### config.mk
export PLATFORM = sky130hd
export DESIGN_NAME = fetch_status_ctrl
export DESIGN_NICKNAME = d
export VERILOG_FILES = /design/src/rtl/fsc_pkg.sv /design/src/rtl/fsc_stall_flags.sv /design/src/rtl/fsc_tag_track.sv /design/src/rtl/fsc_thread_fsm.sv /design/src/rtl/fetch_status_ctrl.sv
export SDC_FILE = /design/constraint.sdc
export NUM_CORES = 1
export LEC_CHECK = 0
export BUFFER_PORTS_ARGS = -buffer_cell sky130_fd_sc_hd__buf_4
export CORE_MARGIN = 3
export CORE_UTILIZATION = 46
export CTS_CLUSTER_DIAMETER = 30
export DETAILED_ROUTE_END_ITERATION = 12
export MAX_ROUTING_LAYER = met4
export PLACE_DENSITY = 0.77
export SYNTH_ARGS = -nofsm -noshare
export SYNTH_HDL_FRONTEND = slang
export SYNTH_HIERARCHICAL = 1
export SYNTH_SLANG_ARGS = --single-unit
### constraint.sdc
create_clock -name clk -period 4.3 [get_ports clk]
set_input_delay 0.43 -clock clk [delete_from_list [all_inputs] [get_ports clk]]
set_output_delay 0.43 -clock clk [all_outputs]
set_load 0.05 [all_outputs]
### src/rtl/fsc_pkg.sv
package fsc_pkg;
  typedef enum logic [2:0] {
    ST_RUN     = 3'd0,
    ST_IDLE    = 3'd1,
    ST_SQUASH  = 3'd2,
    ST_BLOCK   = 3'd3,
    ST_WAIT    = 3'd4,
    ST_DONE    = 3'd5,
    ST_TRAP    = 3'd6,
    ST_QUIESCE = 3'd7
  } fetch_st_e;

  localparam int unsigned NUM_STALL_SRC = 4;
  localparam int unsigned INST_BYTES    = 4;
  localparam int unsigned ST_W          = 3;
endpackage

### src/rtl/fsc_stall_flags.sv
module fsc_stall_flags #(
  parameter int unsigned NSRC = 4
) (
  input  logic            clk,
  input  logic            rst_n,
  input  logic [NSRC-1:0] blk_i,
  input  logic [NSRC-1:0] unblk_i,
  input  logic            ctx_i,
  output logic            stall_o
);
  logic [NSRC-1:0] flag_q, flag_nx, flag_en;

  always_comb begin
    flag_en = blk_i | unblk_i;
    flag_nx = (flag_q | blk_i) & ~unblk_i;
    stall_o = (|flag_nx) | ctx_i;
  end

  for (genvar k = 0; k < NSRC; k++) begin : g_flag
    always_ff @(posedge clk or negedge rst_n) begin
      if (!rst_n) begin
        flag_q[k] <= 1'b0;
      end else if (flag_en[k]) begin
        flag_q[k] <= flag_nx[k];
      end
    end

    // unblock only while the flag is set and no block arrives with it
    p_unblk_legal_r2: assert property (@(posedge clk) disable iff (!rst_n)
      unblk_i[k] |-> (flag_q[k] && !blk_i[k]));
  end
endmodule

### src/rtl/fsc_tag_track.sv
module fsc_tag_track #(
  parameter int unsigned TAG_W = 4
) (
  input  logic             clk,
  input  logic             rst_n,
  input  logic             issue_i,
  input  logic [TAG_W-1:0] resp_tag_i,
  output logic [TAG_W-1:0] issue_tag_o,
  output logic             match_o
);
  logic [TAG_W-1:0] next_q, pend_q;

  always_ff @(posedge clk or negedge rst_n) begin
    if (!rst_n) begin
      next_q <= '0;
      pend_q <= '0;
    end else if (issue_i) begin
      next_q <= next_q + 1'b1;
      pend_q <= next_q;
    end
  end

  assign issue_tag_o = next_q;
  assign match_o     = (resp_tag_i == pend_q);

  // every issue advances the tag by one
  p_tag_step_r10: assert property (@(posedge clk) disable iff (!rst_n)
    issue_i |=> issue_tag_o == TAG_W'($past(issue_tag_o) + 1'b1));
endmodule

### src/rtl/fsc_thread_fsm.sv
module fsc_thread_fsm
  import fsc_pkg::*;
#(
  parameter int unsigned      PC_W     = 32,
  parameter logic [PC_W-1:0]  RESET_PC = '0
) (
  input  logic            clk,
  input  logic            rst_n,
  input  logic            stall_i,
  input  logic            cmt_sq_i,
  input  logic [PC_W-1:0] cmt_pc_i,
  input  logic            rob_sq_i,
  input  logic            dec_sq_i,
  input  logic [PC_W-1:0] dec_pc_i,
  input  logic            resp_any_i,
  input  logic            resp_hit_i,
  input  logic            turn_i,
  input  logic            active_i,
  input  logic            trap_i,
  input  logic            quiesce_i,
  input  logic            wake_i,
  input  logic            req_i,
  output logic [ST_W-1:0] state_o,
  output logic [PC_W-1:0] pc_o,
  output logic [PC_W-1:0] npc_o,
  output logic            issue_o,
  output logic            drop_o,
  output logic            run_o
);
  localparam logic [PC_W-1:0] STEP = PC_W'(INST_BYTES);

  fetch_st_e       st_q, st_nx;
  logic [PC_W-1:0] pc_q, npc_q, redir_pc;
  logic            pc_en, accept;

  always_comb begin
    st_nx    = st_q;
    pc_en    = 1'b0;
    redir_pc = cmt_pc_i;
    accept   = 1'b0;
    issue_o  = 1'b0;
    if (cmt_sq_i) begin
      st_nx = ST_SQUASH;
      pc_en = 1'b1;
    end else if (rob_sq_i) begin
      st_nx = ST_SQUASH;
    end else if (dec_sq_i && st_q != ST_SQUASH) begin
      st_nx    = ST_SQUASH;
      pc_en    = 1'b1;
      redir_pc = dec_pc_i;
    end else if (stall_i && st_q != ST_WAIT) begin
      st_nx = ST_BLOCK;
    end else if (st_q == ST_BLOCK || st_q == ST_SQUASH) begin
      st_nx = ST_RUN;
    end else if (st_q == ST_WAIT && resp_hit_i) begin
      accept = 1'b1;
      st_nx  = stall_i ? ST_BLOCK : ST_DONE;
    end else if (st_q == ST_DONE && turn_i) begin
      st_nx = ST_RUN;
    end else if (st_q == ST_RUN && !active_i) begin
      st_nx = ST_IDLE;
    end else if (st_q == ST_IDLE && active_i) begin
      st_nx = ST_RUN;
    end else if (st_q == ST_RUN && trap_i) begin
      st_nx = ST_TRAP;
    end else if (st_q == ST_RUN && quiesce_i) begin
      st_nx = ST_QUIESCE;
    end else if (st_q == ST_RUN && req_i) begin
      st_nx   = ST_WAIT;
      issue_o = 1'b1;
    end else if ((st_q == ST_TRAP || st_q == ST_QUIESCE) && wake_i) begin
      st_nx = ST_RUN;
    end
  end

  always_ff @(posedge clk or negedge rst_n) begin
    if (!rst_n) begin
      st_q <= ST_RUN;
    end else begin
      st_q <= st_nx;
    end
  end

  always_ff @(posedge clk or negedge rst_n) begin
    if (!rst_n) begin
      pc_q  <= RESET_PC;
      npc_q <= RESET_PC + STEP;
    end else if (pc_en) begin
      pc_q  <= redir_pc;
      npc_q <= redir_pc + STEP;
    end
  end

  assign state_o = st_q;
  assign pc_o    = pc_q;
  assign npc_o   = npc_q;
  assign drop_o  = resp_any_i && !accept;
  assign run_o   = active_i &&
                   (st_q == ST_RUN || st_q == ST_SQUASH || st_q == ST_DONE);

  // commit squash redirects PC and next PC and enters Squashing
  p_cmt_redirect_r4: assert property (@(posedge clk) disable iff (!rst_n)
    cmt_sq_i |=> (st_q == ST_SQUASH && pc_o == $past(cmt_pc_i)
                  && npc_o == $past(cmt_pc_i) + STEP));

  // decode squash while Squashing leaves the PC alone
  p_dec_ignored_r5: assert property (@(posedge clk) disable iff (!rst_n)
    (st_q == ST_SQUASH && dec_sq_i && !cmt_sq_i) |=> pc_o == $past(pc_o));

  // a stalled thread that is not waiting becomes Blocked
  p_stall_blocks_r6: assert property (@(posedge clk) disable iff (!rst_n)
    (stall_i && st_q != ST_WAIT && !cmt_sq_i && !rob_sq_i && !dec_sq_i)
      |=> st_q == ST_BLOCK);

  // a waiting thread stays waiting until a response or a squash
  p_wait_holds_r6: assert property (@(posedge clk) disable iff (!rst_n)
    (st_q == ST_WAIT && !cmt_sq_i && !rob_sq_i && !dec_sq_i && !resp_hit_i)
      |=> st_q == ST_WAIT);

  // an honoured response ends in Blocked or AccessDone
  p_accept_r8: assert property (@(posedge clk) disable iff (!rst_n)
    (st_q == ST_WAIT && resp_hit_i && !cmt_sq_i && !rob_sq_i && !dec_sq_i)
      |=> (st_q == ST_BLOCK || st_q == ST_DONE));
endmodule

### src/rtl/fetch_status_ctrl.sv
module fetch_status_ctrl
  import fsc_pkg::*;
#(
  parameter int unsigned     NT       = 2,
  parameter int unsigned     PC_W     = 32,
  parameter int unsigned     TAG_W    = 4,
  parameter logic [PC_W-1:0] RESET_PC = 32'h0000_0100,
  localparam int unsigned    TID_W    = (NT > 1) ? $clog2(NT) : 1
) (
  input  logic               clk,
  input  logic               rst_n,
  input  logic [NT-1:0]      blk_dec_i,
  input  logic [NT-1:0]      unblk_dec_i,
  input  logic [NT-1:0]      blk_ren_i,
  input  logic [NT-1:0]      unblk_ren_i,
  input  logic [NT-1:0]      blk_exe_i,
  input  logic [NT-1:0]      unblk_exe_i,
  input  logic [NT-1:0]      blk_cmt_i,
  input  logic [NT-1:0]      unblk_cmt_i,
  input  logic [NT-1:0]      cmt_squash_i,
  input  logic [NT*PC_W-1:0] cmt_pc_i,
  input  logic [NT-1:0]      rob_squashing_i,
  input  logic [NT-1:0]      dec_squash_i,
  input  logic [NT*PC_W-1:0] dec_pc_i,
  input  logic               ctx_switch_i,
  input  logic [NT-1:0]      thread_active_i,
  input  logic [NT-1:0]      req_issue_i,
  input  logic               resp_valid_i,
  input  logic [TID_W-1:0]   resp_tid_i,
  input  logic [TAG_W-1:0]   resp_tag_i,
  input  logic [NT-1:0]      fetch_turn_i,
  input  logic [NT-1:0]      trap_i,
  input  logic [NT-1:0]      quiesce_i,
  input  logic [NT-1:0]      wake_i,
  output logic [NT*ST_W-1:0] thread_state_o,
  output logic [NT*PC_W-1:0] thread_pc_o,
  output logic [NT*PC_W-1:0] thread_npc_o,
  output logic [NT*TAG_W-1:0] issue_tag_o,
  output logic               stage_active_o,
  output logic               resp_drop_o
);
  logic          rst_meta_q, rst_sync_q;
  logic [NT-1:0] run_v, drop_v;
  logic          drop_q;

  always_ff @(posedge clk or negedge rst_n) begin
    if (!rst_n) begin
      rst_meta_q <= 1'b0;
      rst_sync_q <= 1'b0;
    end else begin
      rst_meta_q <= 1'b1;
      rst_sync_q <= rst_meta_q;
    end
  end

  for (genvar t = 0; t < NT; t++) begin : g_thr
    logic stall, issue, match, resp_any;

    assign resp_any = resp_valid_i && (resp_tid_i == TID_W'(t));

    fsc_stall_flags #(.NSRC(NUM_STALL_SRC)) u_flags (
      .clk     (clk),
      .rst_n   (rst_sync_q),
      .blk_i   ({blk_cmt_i[t], blk_exe_i[t], blk_ren_i[t], blk_dec_i[t]}),
      .unblk_i ({unblk_cmt_i[t], unblk_exe_i[t], unblk_ren_i[t], unblk_dec_i[t]}),
      .ctx_i   (ctx_switch_i),
      .stall_o (stall)
    );

    fsc_tag_track #(.TAG_W(TAG_W)) u_tag (
      .clk         (clk),
      .rst_n       (rst_sync_q),
      .issue_i     (issue),
      .resp_tag_i  (resp_tag_i),
      .issue_tag_o (issue_tag_o[t*TAG_W +: TAG_W]),
      .match_o     (match)
    );

    fsc_thread_fsm #(.PC_W(PC_W), .RESET_PC(RESET_PC)) u_fsm (
      .clk        (clk),
      .rst_n      (rst_sync_q),
      .stall_i    (stall),
      .cmt_sq_i   (cmt_squash_i[t]),
      .cmt_pc_i   (cmt_pc_i[t*PC_W +: PC_W]),
      .rob_sq_i   (rob_squashing_i[t]),
      .dec_sq_i   (dec_squash_i[t]),
      .dec_pc_i   (dec_pc_i[t*PC_W +: PC_W]),
      .resp_any_i (resp_any),
      .resp_hit_i (resp_any && match),
      .turn_i     (fetch_turn_i[t]),
      .active_i   (thread_active_i[t]),
      .trap_i     (trap_i[t]),
      .quiesce_i  (quiesce_i[t]),
      .wake_i     (wake_i[t]),
      .req_i      (req_issue_i[t]),
      .state_o    (thread_state_o[t*ST_W +: ST_W]),
      .pc_o       (thread_pc_o[t*PC_W +: PC_W]),
      .npc_o      (thread_npc_o[t*PC_W +: PC_W]),
      .issue_o    (issue),
      .drop_o     (drop_v[t]),
      .run_o      (run_v[t])
    );
  end

  always_ff @(posedge clk or negedge rst_sync_q) begin
    if (!rst_sync_q) begin
      drop_q <= 1'b0;
    end else begin
      drop_q <= |drop_v;
    end
  end

  assign resp_drop_o    = drop_q;
  assign stage_active_o = |run_v;

  // a valid response is either honoured by its thread or reported dropped
  p_drop_pulse_r7: assert property (@(posedge clk) disable iff (!rst_sync_q)
    (resp_valid_i && $countones(drop_v) == 0) |=> !resp_drop_o);

  // at most one thread can drop a response in a cycle
  p_drop_single_r7: assert property (@(posedge clk) disable iff (!rst_sync_q)
    $onehot0(drop_v));
endmodule

After elaboration in Yosys (flattened, before gate mapping). Cells that the tools add are included. W data, S select, Z words.

Add/subtract/negate cells: 4. Multipliers: 0. Div/mod/pow operators: 0. Order comparisons: 0. Equality and inequality tests: 20. Shift-type cells: 0. Muxes and demuxes: 76. Bitwise gates (word level): 11. Reduce and logical (&&, ||, !) cells: 48.

Operators by type and width (number): $mux W32 (6); $mux W3 (28); $add A32 B3 Y32 const B (2); $mux W1 (42); $logic_and A1 B1 Y1 (28); $reduce_bool A13 Y1 (2); $eq A3 B3 Y1 const B (8); $or A4 B4 Y4 (4); $eq A3 B2 Y1 const B (4); $add A4 B1 Y4 const B (2); $and A4 B4 Y4 (2); $eq A4 B4 Y1 (2); $logic_or A1 B1 Y1 (8); $not A4 Y4 (2); $reduce_or A4 Y1 (2); $eq A3 B1 Y1 const B (2); $logic_not A3 Y1 (2); $ne A3 B2 Y1 const B (2); $ne A3 B3 Y1 const B (2); $logic_not A1 Y1 (4); $reduce_or A2 Y1 (2); $or A1 B1 Y1 (2); $not A1 Y1 (1).

Flip-flop bits (word level): 161. Bits in latches: 0. Bits in writable memories: 0. Memory bits (read-only): 0. Input port bits: 171. Output and inout port bits: 144. Word-level logic and storage cells: 180. Memories: 0.

Logic depth before layout (Yosys ltp). Gate-level depths: netlist of run 1.

Depth after elaboration: 16. Mapped depth: 15. Gate-level depth less buffers: 11.

Modules after synthesis. The synthesis of run 1 kept the hierarchy.

Modules (own cells, without submodules): fsc_thread_fsm (g_thr[1].u_fsm) (times used 1, cells each 454, area an instance 4112.7 um^2, sequential area each 1630.3 um^2); fsc_thread_fsm (g_thr[0].u_fsm) (times used 1, cells each 460, area an instance 4033.9 um^2, sequential area each 1630.3 um^2); fsc_tag_track (times used 2, cells each 25, area an instance 364.1 um^2, sequential area each 200.2 um^2); fsc_stall_flags (times used 2, cells each 14, area an instance 143.9 um^2, sequential area each 100.1 um^2); fetch_status_ctrl (times used 1, cells each 10, area an instance 125.1 um^2, sequential area each 75.1 um^2).

Worst setup path after synthesis of run 1. No wires, ideal clock.

Path kind: register to register. From: register g_thr[0].u_fsm.st_q[1]. To: register g_thr[0].u_fsm.npc_q[26]. Library setup time: 133 ps. Arrival time: 3229 ps. Data required time: 4167 ps. Path slack: 938 ps. Stages on the path, launching flop included: 16. Path buffers: 4. Period minus slack after synthesis: 3362 ps. Path through: dfrtp_1 > buf_4 > nor3b_2 > nor2_8 > buf_4 > buf_2 > nand2_1 > nand2_1 > ha_1 > clkbuf_1 > nand2_1 > nor4_1 > nand4_4 > a211oi_1 > xor2_1 > o21ai_0.

Word-level cells in the longest chain between the ends: 6. Elaborated cells on any way between the ends: 9. Those cells by class: add/sub (1); eq/ne (1); mux (6); reduce/logical (1).

Ends and longest elaborated chain: from (decl) (line fsc_thread_fsm.sv:32) `fetch_st_e st_q, st_nx;`; from (signal assigned) (line fsc_thread_fsm.sv:80) `st_q <= st_nx;`; $ne A3 B2 Y1 (line fsc_thread_fsm.sv:47) `end else if (dec_sq_i && st_q != ST_SQUASH) begin`; $logic_and A1 B1 Y1 (line fsc_thread_fsm.sv:47); $mux W32 (line fsc_thread_fsm.sv:47); $mux W32 (line fsc_thread_fsm.sv:45) `end else if (rob_sq_i) begin`; $mux W32 (line fsc_thread_fsm.sv:42) `if (cmt_sq_i) begin`; named net g_thr[0].u_fsm.redir_pc[2] (line fsc_thread_fsm.sv:33) `logic [PC_W-1:0] pc_q, npc_q, redir_pc;`; $add A32 B3 Y32 (line fsc_thread_fsm.sv:90) `npc_q <= redir_pc + STEP;`; to (signal assigned) (line fsc_thread_fsm.sv:87) `npc_q <= RESET_PC + STEP;`; to (signal assigned) (line fsc_thread_fsm.sv:90); to (decl) (line fsc_thread_fsm.sv:33).

The timed path passes the listed nets, and every way through them passes these cells. A chain may end at the register's enable or synchronous reset.

Final worst setup path of run 1.
From: register g_thr[0].u_fsm.st_q[2]. To: register g_thr[0].u_fsm.npc_q[28].

Same word-level chain as after synthesis.

==> out/qor.txt, run 1 <==
status: complete, no violations
Worst Hold Class: input port to flop
VDD IR max: 290 uV
relative slew slack: 31.9%
die area: 21,900 sq um
HPWL Detailed: 24.1 mm
final setup fails: 0
post-synth top area share: 40.7%
gr busiest metal: met2
GRT overflow: 0
area of the core: 19,700 sq um
Die H: 148 um
CP Data Arrival Time: 4.04 ns
top post-synthesis cells by area: dfrtp_1 41%, mux2i_1 6.4%, nor2_1 5.2%
Synth Cell Area: 9290 sq um
Synth Flop Type: dfrtp_1
initial antenna violation count: 0
GR met1 Demand/Resource: 35.8%
clk_skew: 0.0141 ns
GP Congestion: 0.965
TritonCTS Sinks: 157
postcts setup bufs: 0
total CTS buffers: 17
TritonCTS clock tree: yes
clk slew on worst S/H paths: 0.07 ns
sequential fraction of the synthesis area: 42.4%
max capacitance violation total: 0
layout cells sized above 1: 32.3%
Max Fclk: 0.268 GHz
number of global-route vias before repair: 8,810
DR pass1 iterations: 5
DR WL/cell: 19.8 um
Hold Slack: 0.154 ns
syn_area_per_cell: 9.27 sq um
most common cell in the netlist: dfrtp_1
RSZ-0062 raised after global routing: false
Netlist cell types: 78
hold-fix buffers at CTS: 1
# diodes: 0
setup_tns: 0 ns
IO Pins: 315
#FFs+latches synth: 157
Tmin final: 3.73 ns
Post-synth top cells: 151 x dfrtp_1, 128 x nor2_1, 96 x nand2_1
pwr/cell area: 378 nW/um^2
Synth async-reset ratio: 100%
most area-hungry cell type in the Yosys netlist: dfrtp_1
first-pass GRT wire length: 48.5 mm
kind of critical path: flop to flop
final hold vios: 0
mux share of post-synthesis cell area: 9.71%
Worst Path Required: 4.61 ns
vias per cell: 5.61
largest family of logic cells by synthesized area: simple AND/OR/NAND/NOR gates
Pleak: 0.00561 uW
Vias: 8,801
WL final: 31.1 mm
Final period util: 86.8%
Mapped Cells: 1,002
GRT met3 Usage: 6.37%
critical path launch point type: flop
clk_lat worst skew: 0.43 ns
Synth Net Count: 1,177
H-tree levels: 4
DP Worst Slack: 0.492 ns
crit path capture type: flop
number of warnings issued by yosys: 6
met2 usage: 46.6%
Max Root-Sink Buffers: 2
CTS root buf: clkbuf_16
Post-Synth XOR/XNOR Area: 6.79%
1st-iter DRT viols: 612
Synth Area in Adders: 0.539%
Row Count: 51
gr usage total: 28.7%
post-synthesis simple-gate area fraction: 22.8%
measured slew at the worst slew-check pin: 1.02 ns
DRC: 0
port buffer count: 314
cells resized by post-CTS repair: 0
largest net degree at the start of global routing: 82
Slew Limit Fails: 0
Die Width: 148 um
Area growth syn-to-layout: 33.2%
Initial Util: 47.3%
Critical Path Fanout Max: 42
Final nets: 1,467
antenna-violating nets left: 0
post-synthesis compound-gate area fraction: 13.3%
EDFF count, synth: 0
Final WS setup: 0.569 ns
## layer usage
| layer | share of wire [%] | up-vias | routed length, um |
|---|---|---|---|
| met3 | 8.0 | 53 | 2480 |
| met4 | 2.4 | 0 | 746 |
| met5 | 0 | - | 0 |
| met1 | 41 | 4190 | 12600 |
| li1 | - | 4147 | - |
| met2 | 49 | 411 | 15300 |
## path summary, 6_finish.rpt
check / slack (ns) / to / cells after the start / start
worst min register to register: 0.36 / rst_sync_q / 0 / rst_meta_q
worst min-delay path: 0.15 / g_thr[1].u_flags/flag_q[0] / 2 / unblk_dec_i[1]
max in group asynchronous: 2.77 / g_thr[1].u_fsm/pc_o[8] / 1 / rst_sync_q
worst max register to register: 0.57 / g_thr[0].u_fsm/npc_o[28] / 11 / g_thr[0].u_fsm/state_o[2]
worst max-delay path: 0.57 / g_thr[0].u_fsm/npc_o[28] / 11 / g_thr[0].u_fsm/state_o[2]
min in group asynchronous: 0.32 / rst_sync_q / 2 / rst_n
## metrics by stage
stage                     area (sq um)  std cells  utilization, %  power, uW
final                            12400       1570            62.9       4680
after global routing             12400       1570            62.9       4860
after CTS                        12400       1570            62.9       4700
after detailed placement         11700       1537            59.6       3030
after global placement           11700       1537            59.6       3010
after floorplan                   9290       1002               -       2520
## cells by family after synthesis
kind of cell / Yosys count
flops: 157
fa+ha+maj: 4
xor+xnor: 72
buf+inv: 67
compound gates: 208
simple gates: 408
other cells: 1
mux: 85
## layout make-up
class / count / area [sq um]
fill: 1682 / 7280
multi-input combinational: 778 / 4940
sequential: 157 / 3940
timing repair buffer: 327 / 2470
clock buffer: 18 / 439
tap: 265 / 332
clock inverter: 14 / 205
inverter: 11 / 41.3
## layout by cell type, fill, tap and decap left out, types with 34 or more instances in the layout
master / n
a21oi_1: 93
and3_1: 42
buf_4: 325
dfrtp_1: 150
mux2i_1: 59
nand2_1: 96
nand4_1: 37
nor2_1: 126
o21ai_0: 35
xnor2_1: 38
xor2_1: 34
## flip-flops by register name, indices dropped and copies added (netlist names)
name / flops
g_thr.u_tag/pend_q: 8
g_thr.u_flags/flag_q: 8
g_thr.u_fsm/pc_o: 64
rst_sync_q: 1
g_thr.u_fsm/state_o: 6
rst_meta_q: 1
g_thr.u_tag/issue_tag_o: 8
g_thr.u_fsm/npc_o: 60
resp_drop_o: 1
## report_power, final
| group | leakage, uW | switching [uW] | internal (uW) |
|---|---|---|---|
| Clock | 0.000313 | 666 | 1000 |
| Sequential | 0.00185 | 106 | 1620 |
| Combinational | 0.00345 | 862 | 420 |
| Total | 0.00561 | 1630 | 3040 |
## critical path, cell delays in order, from the launching register on
cell	delay, ns
dfrtp_1	0.64
nor3b_2	0.18
nor2_8	0.64
nand2_1	0.13
nand2_1	0.12
ha_1	0.33
nand2_1	0.10
nor4_1	0.43
nand4_1	0.40
a21oi_1	0.28
xnor2_1	0.08
mux2_2	0.26
Power figures use the tool's default switching activity.
==> run 2: changes to the inputs <==
--- a/config.mk
+++ b/config.mk
@@ -5,6 +5,7 @@
 export SDC_FILE = /design/constraint.sdc
 export NUM_CORES = 1
 export LEC_CHECK = 0
+export ABC_AREA = 1
 export BUFFER_PORTS_ARGS = -buffer_cell sky130_fd_sc_hd__buf_4
 export CORE_MARGIN = 3
 export CORE_UTILIZATION = 46
==> run 2 against run 1 <==
  * Via count is 5.9% higher
  * Clock power shrank 2%
  * Synthesized area down 0.82%
  * Synthesized cell count up 26%
  * First-iteration DRC count shrank 8.0%
  * Flip-flop and latch count stayed put
  * Clock-buffer cell count increased by 1
  * Critical path type unchanged
==> out/qor.txt, run 2 <==
max reg flops: 64 (unchanged)
measured slew at the worst slew-check pin: 0.818 ns (-0.203 ns)
commonest non-fill, non-tap cell in the layout: nand2_1
final setup fails: 0 (unchanged)
max capacitance violation total: 0 (unchanged)
clk_lat worst skew: 0.42 ns (about the same)
status: complete, no violations
first-pass GRT wire length: 45.8 mm (-5.6%)
IO Pins: 315 (unchanged)
Final period util: 68.4% (-18 points)
most area-hungry cell type in the Yosys netlist: dfrtp_1
Mapped Cells: 1,261 (+26%)
clk slew on worst S/H paths: 0.07 ns (about the same)
WL final: 28.3 mm (-9.1%)
TritonCTS Sinks: 157 (unchanged)
Hold Startpoint: unblk_dec_i[0]
TritonCTS clock tree: yes
DR pass1 iterations: 5 (unchanged)
postcts setup bufs: 0 (unchanged)
crit path capture type: flop
sequential fraction of the synthesis area: 42.7% (+0.35 points)
post-synth top area share: 41.0% (+0.34 points)
CTS root buf: clkbuf_16
critical path launch point type: flop
Final nets: 1,734 (+18%)
Post-synth top cells: 458 x nand2_1, 151 x dfrtp_1, 121 x nor2_1
Worst Hold Class: input port to flop
vias per cell: 5.07 (-9.5%)
final hold vios: 0 (unchanged)
number of warnings issued by yosys: 6 (unchanged)
post-layout power: 4650 uW (-0.54%)
# diodes: 0 (unchanged)
post-synthesis compound-gate area fraction: 9.29% (-4.0 points)
Synth Area in Adders: 0.543% (+0.0045 points)
DRC: 0 (unchanged)
RSZ-0062 raised after global routing: false
Netlist cell types: 46 (-41%)
Vias: 9,317 (+5.9%)
mux share of post-synthesis cell area: 0% (-9.7 points)
clk_skew: 0.0126 ns (-0.00149 ns)
Area growth syn-to-layout: 34.4%
Storage cell area: 3940 sq um (unchanged)
Tmin final: 2.94 ns (-0.789 ns)
largest family of logic cells by synthesized area: simple AND/OR/NAND/NOR gates
kind of critical path: flop to flop
top post-synthesis cells by area: dfrtp_1 41%, nand2_1 19%, nand3_1 5.4%
antenna-violating nets left: 0 (unchanged)
Die Width: 148 um (-0.40%)
die area: 21,800 sq um (-0.79%)
gr usage total: 26.7% (-2.0 points)
total CTS buffers: 17 (unchanged)
hold-fix buffers at CTS: 1 (unchanged)
Post-Synth XOR/XNOR Area: 1.33% (-5.5 points)
DR WL/cell: 15.4 um (-22%)
setup_tns: 0 ns (unchanged)
Row Count: 51 (unchanged)
syn_area_per_cell: 7.30 sq um (-21%)
GP Congestion: 0.939 (-2.7%)
number of global-route vias before repair: 9,160 (+4.0%)
initial antenna violation count: 0 (unchanged)
cells resized by post-CTS repair: 0 (unchanged)
Synth async-reset ratio: 100% (unchanged)
most common cell in the netlist: nand2_1
Final WS setup: 1.36 ns (+0.789 ns)
most frequent cells in the layout: 458 x nand2_1, 322 x buf_4, 150 x dfrtp_1, 121 x nor2_1, 117 x inv_1
port buffer count: 314 (unchanged)
Slew Limit Fails: 0 (unchanged)
post-synthesis simple-gate area fraction: 37.8% (+15 points)
Synth Cell Area: 9210 sq um (-0.82%)
GRT overflow: 0 (unchanged)
CP Data Arrival Time: 3.24 ns (-0.80 ns)
RR Startpoint: g_thr[0].u_fsm/state_o[2]
Critical Path Fanout Max: 20 (-52%)
Synth Flop Type: dfrtp_1
multi-input logic area: 4510 sq um (-8.7%)
area of the core: 19,600 sq um (-0.32%)
Pleak: 0.00657 uW (+17%)
Initial Util: 47.0% (-0.24 points)
Max Root-Sink Buffers: 2 (unchanged)
1st-iter DRT viols: 563 (-8.0%)
EDFF count, synth: 0 (unchanged)
Max Fclk: 0.340 GHz (+27%)
pwr/cell area: 376 nW/um^2 (-0.62%)
largest net degree at the start of global routing: 70 (-15%)
relative slew slack: 45.5% (+14 points)
VDD IR max: 257 uV (-11%)
Worst Setup SP: g_thr[0].u_fsm/state_o[2]
HPWL Detailed: 22.1 mm (-8.3%)
fillers: 1,774 (+5.5%)
Synth Net Count: 1,436 (+22%)
#FFs+latches synth: 157 (unchanged)
DP Worst Slack: 1.35 ns (+0.857 ns)
Worst Path Required: 4.60 ns (about the same)
Die H: 148 um (-0.40%)
layout cells sized above 1: 29.6% (-2.8 points)
H-tree levels: 4 (unchanged)
-- run 2: where the power goes --
group	total, uW	leakage [uW]	switching (uW)	internal (uW)
logic	1300	0.00437	899	405
registers	1720	0.00189	97.3	1620
clock network	1630	0.000314	623	1010
-- run 2: area by class of cell --
class,count,area share [%]
Timing Repair Buffer,324,19.8
Clock inverter,13,1.51
Tap cell,265,2.68
Multi-Input combinational cell,924,36.5
Clock buffer,19,3.66
Inverter,135,4.10
Sequential cell,157,31.8
-- run 2: path summary, 6_finish.rpt --
kind,depth (start not counted),slack (ns),end
setup / recovery,14,1.36,g_thr[0].u_fsm/npc_o[16]
hold / removal,2,0.16,g_thr[0].u_flags/flag_q[0]
setup reg to reg,14,1.36,g_thr[0].u_fsm/npc_o[16]
hold reg to reg,0,0.36,rst_sync_q
max in group asynchronous,1,2.91,g_thr[1].u_fsm/npc_o[2]
min in group asynchronous,2,0.32,rst_sync_q
-- run 2: kinds of logic (layout without fill, tap and decap cells) --
| logic type | Yosys count | in the layout |
|---|---|---|
| buffers and inverters | 180 | 491 |
| adder cells (fa/ha/maj) | 4 | 4 |
| flip-flops | 157 | 157 |
| AND/OR/NAND/NOR | 775 | 775 |
| AO/OA/AOI/OAI | 130 | 130 |
| other | 1 | 1 |
| XOR/XNOR | 14 | 14 |
-- run 2: critical path: stages, from the launching register on --
cell	delay [ns]
dfrtp_1	0.46
inv_2	0.10
nand3_4	0.12
nand3_2	0.09
nor2_2	0.57
nand2_1	0.16
nand2_1	0.16
ha_1	0.23
nand3_1	0.21
inv_2	0.12
nand2_2	0.11
nor2_8	0.18
nand2_1	0.11
nand2_1	0.09
o211ai_2	0.08
-- run 2: per-layer routing --
layer | wire [um] | up-vias | track usage [%]
met3 | 2230 | 32 | 5.98
met2 | 14000 | 388 | 44.7
met1 | 11500 | 4306 | 32.6
li1 | - | 4591 | -
met5 | 0 | - | -
met4 | 500 | 0 | 7.83
-- run 2: metrics by stage --
| stage | instances | instance area (sq um) | hold WS (ns) | util (%) |
|---|---|---|---|---|
| floorplan | 1261 | 9210 | 0.134 | - |
| global placement | 1804 | 11700 | 0.213 | 59.9 |
| detailed placement | 1804 | 11700 | 0.216 | 59.9 |
| CTS | 1837 | 12400 | 0.143 | 63.2 |
| global route | 1837 | 12400 | 0.154 | 63.2 |
| finish | 1837 | 12400 | 0.163 | 63.2 |
==> run 3: changes to the inputs <==
--- a/config.mk
+++ b/config.mk
@@ -5,14 +5,14 @@
 export SDC_FILE = /design/constraint.sdc
 export NUM_CORES = 1
 export LEC_CHECK = 0
-export ABC_AREA = 1
+export ABC_AREA = 0
 export BUFFER_PORTS_ARGS = -buffer_cell sky130_fd_sc_hd__buf_4
 export CORE_MARGIN = 3
-export CORE_UTILIZATION = 46
+export CORE_UTILIZATION = 51
 export CTS_CLUSTER_DIAMETER = 30
 export DETAILED_ROUTE_END_ITERATION = 12
 export MAX_ROUTING_LAYER = met4
-export PLACE_DENSITY = 0.77
+export PLACE_DENSITY = 0.81
 export SYNTH_ARGS = -nofsm -noshare
 export SYNTH_HDL_FRONTEND = slang
 export SYNTH_HIERARCHICAL = 1
==> constraint.sdc (replaced) <==
create_clock -name clk -period 3.05 [get_ports clk]
set_input_delay 0.305 -clock clk [delete_from_list [all_inputs] [get_ports clk]]
set_output_delay 0.305 -clock clk [all_outputs]
set_load 0.05 [all_outputs]
==> run 3 against run 2 <==
  * Flip-flop and latch count unchanged
  * Non-clock buffer count is 21 higher
  * Core utilization up 7.6 points
  * Via count shrank 2.9%
  * Total power increased by 37%
  * Largest cell class unchanged
==> out/qor.txt, run 3 (synthesis results as in run 1) <==
status: complete, no violations
combinational fraction of design power: 28.7% (+0.7 points)
measured slew at the worst slew-check pin: 0.748 ns (-0.0700 ns)
slowest cell delay on critical path: 0.49 ns (-0.08 ns)
TritonCTS Sinks: 157 (unchanged)
die area: 19,900 sq um (-8.7%)
relative slew slack: 50.1% (+4.7 points)
GP Congestion: 0.968 (+3.0%)
IO Pins: 315 (unchanged)
Max Root-Sink Buffers: 2 (unchanged)
commonest non-fill, non-tap cell in the layout: buf_4
clk_skew: 0.00647 ns (-0.00616 ns)
final setup fails: 0 (unchanged)
port buffer count: 314 (unchanged)
# diodes: 0 (unchanged)
DR WL/cell: 20.2 um (+31%)
largest net degree at the start of global routing: 47 (-33%)
CP Data Arrival Time: 3.11 ns (-0.13 ns)
CTS root buf: clkbuf_16
VDD IR max: 447 uV (+74%)
most frequent cells in the layout: 343 x buf_4, 145 x dfrtp_1, 126 x nor2_1, 96 x nand2_1, 92 x a21oi_1
worst-path cell chain: or3b_1 -> nand2_2 -> nand2_1 -> nand2_1 -> ha_1 -> nand2_1 -> nor4_1 -> nand4_1 -> buf_4 -> a211oi_2 -> xor2_1 -> o21ai_0
antenna-violating nets left: 0 (unchanged)
DR pass1 iterations: 5 (unchanged)
clock share of power: 33.2% (-1.8 points)
Vias: 9,046 (-2.9%)
critical path launch point type: flop
Switching Share: 36.6% (+1.8 points)
1st-iter DRT viols: 780 (+39%)
Worst Hold Class: input port to flop
Slew Limit Fails: 0 (unchanged)
area of the core: 17,500 sq um (-10%)
Tmin final: 2.83 ns (-0.115 ns)
layout cells sized above 1: 33.9% (+4.3 points)
number of global-route vias before repair: 9,038 (-1.3%)
pwr/cell area: 514 nW/um^2 (+37%)
CP most frequent cell: nand2_1
Die H: 141 um (-4.4%)
Worst Path Required: 3.34 ns (-1.26 ns)
non-filler cells, final: 1,548 (-16%)
gr usage total: 31.7% (+5.0 points)
Max Fclk: 0.354 GHz (+4.1%)
vias per cell: 5.84 (+15%)
GRT overflow: 0 (unchanged)
Final period util: 92.7% (+24 points)
Critical Path Fanout Max: 13 (-35%)
HPWL Detailed: 24.4 mm (+11%)
Reg power frac: 38.1% (+1.2 points)
H-tree levels: 4 (unchanged)
max reg flops: 64 (unchanged)
Initial Util: 53.0% (+5.9 points)
P_int: 4040 uW (+33%)
Inst Count DP: 1,514 (-16%)
cells resized by post-CTS repair: 0 (unchanged)
final hold vios: 0 (unchanged)
clk_lat worst skew: 0.42 ns (about the same)
crit path capture type: flop
clk slew on worst S/H paths: 0.07 ns (about the same)
WL final: 31.2 mm (+10%)
slowest CP cell: dfrtp_2
TritonCTS clock tree: yes
RSZ-0062 raised after global routing: false
first-pass GRT wire length: 48.7 mm (+6.5%)
kind of critical path: flop to flop
setup_tns: 0 ns (unchanged)
Pleak: 0.00567 uW (-14%)
Die Width: 141 um (-4.4%)
initial antenna violation count: 0 (unchanged)
Area growth syn-to-layout: 33.6%
total CTS buffers: 17 (unchanged)
Final nets: 1,485 (-14%)
Row Count: 48 (-5.9%)
max capacitance violation total: 0 (unchanged)
NetSw: 2330 uW (+44%)
DRC: 0 (unchanged)
-- run 3: cell types whose count changed in the layout (fill, tap and decap cells not counted), sizes merged, moves of 26 or more --
cell   previous run  this run
a21oi             8        93
xnor2             4        38
and3              0        43
o21ai            83        53
mux2i             0        59
nand3           105        31
mux2              0        26
nand2           484        98
inv             136        20
-- run 3: final timing paths --
check,startpoint,slack [ns],depth (start not counted),endpoint
min in group asynchronous,rst_n,0.20,2,rst_sync_q
hold reg to reg,rst_sync_q,0.36,0,g_thr[1].u_fsm/pc_o[6]
setup / recovery,g_thr[0].u_fsm/state_o[0],0.22,12,g_thr[0].u_fsm/npc_o[26]
max in group asynchronous,rst_sync_q,1.87,1,g_thr[0].u_fsm/npc_o[2]
setup reg to reg,g_thr[0].u_fsm/state_o[0],0.22,12,g_thr[0].u_fsm/npc_o[26]
hold / removal,unblk_exe_i[1],0.03,2,g_thr[1].u_flags/flag_q[2]
-- run 3: stage by stage --
stage / util [%] / setup slack (ns) / total power (uW) / instance area (sq um) / hold WS, ns
4_1_cts: 70.7 / 0.0443 / 6410 / 12400 / 0.0138
2_1_floorplan: - / 0.00549 / 3550 / 9320 / 0.00941
5_1_grt: 70.7 / 0.0190 / 6610 / 12400 / 0.0207
6_report: 70.7 / 0.222 / 6370 / 12400 / 0.0349
3_5_place_dp: 67.4 / 0.106 / 4280 / 11800 / 0.0890
3_3_place_gp: 67.4 / 0.258 / 4260 / 11800 / 0.0876
-- run 3: power by group through the flow --
stage | Sequential, uW | Combinational [uW] | Clock [uW]
6_report | 2430 | 1830 | 2120
5_1_grt | 2450 | 1930 | 2240
4_1_cts | 2420 | 1830 | 2160
3_5_place_dp | 2460 | 1820 | 0
3_3_place_gp | 2450 | 1800 | 0
2_1_floorplan | 3100 | 451 | 0
-- run 3: routing by layer --
| layer | global-route usage (%) | vias to the layer above | wire [um] |
|---|---|---|---|
| met3 | 6.45 | 76 | 2900 |
| met5 | - | - | 0 |
| met1 | 39.8 | 4293 | 12200 |
| li1 | - | 4176 | - |
| met2 | 51.6 | 501 | 15200 |
| met4 | 11.1 | 0 | 973 |
-- run 3: timing repair --
| action | CTS | global route |
|---|---|---|
| setup endpoints to repair | 0 | 7 |
| endpoints found under the hold margin | 2 | 0 |
| buffers inserted | 0 | 1 |
| hold buffers | 1 | 0 |
-- run 3: worst max-delay path, delay by kind of cell (launching register included) --
kind | cells | cell delay (ns)
AOI/OAI and AO/OA | 2 | 0.32
xor gates and xnor gates | 1 | 0.21
adders and majority gates | 1 | 0.21
buffers and inverters | 1 | 0.20
DFF | 1 | 0.49
and+or+nand+nor | 7 | 1.26
-- run 3: final cells by class --
cell class,count,area [sq um]
fillers,1415,5130
inverters,11,41.3
multi-input cells,778,4960
repair buffers,345,2610
well taps,225,282
clock buffers,17,425
clock inverters,15,150
flip-flops and latches,157,3950
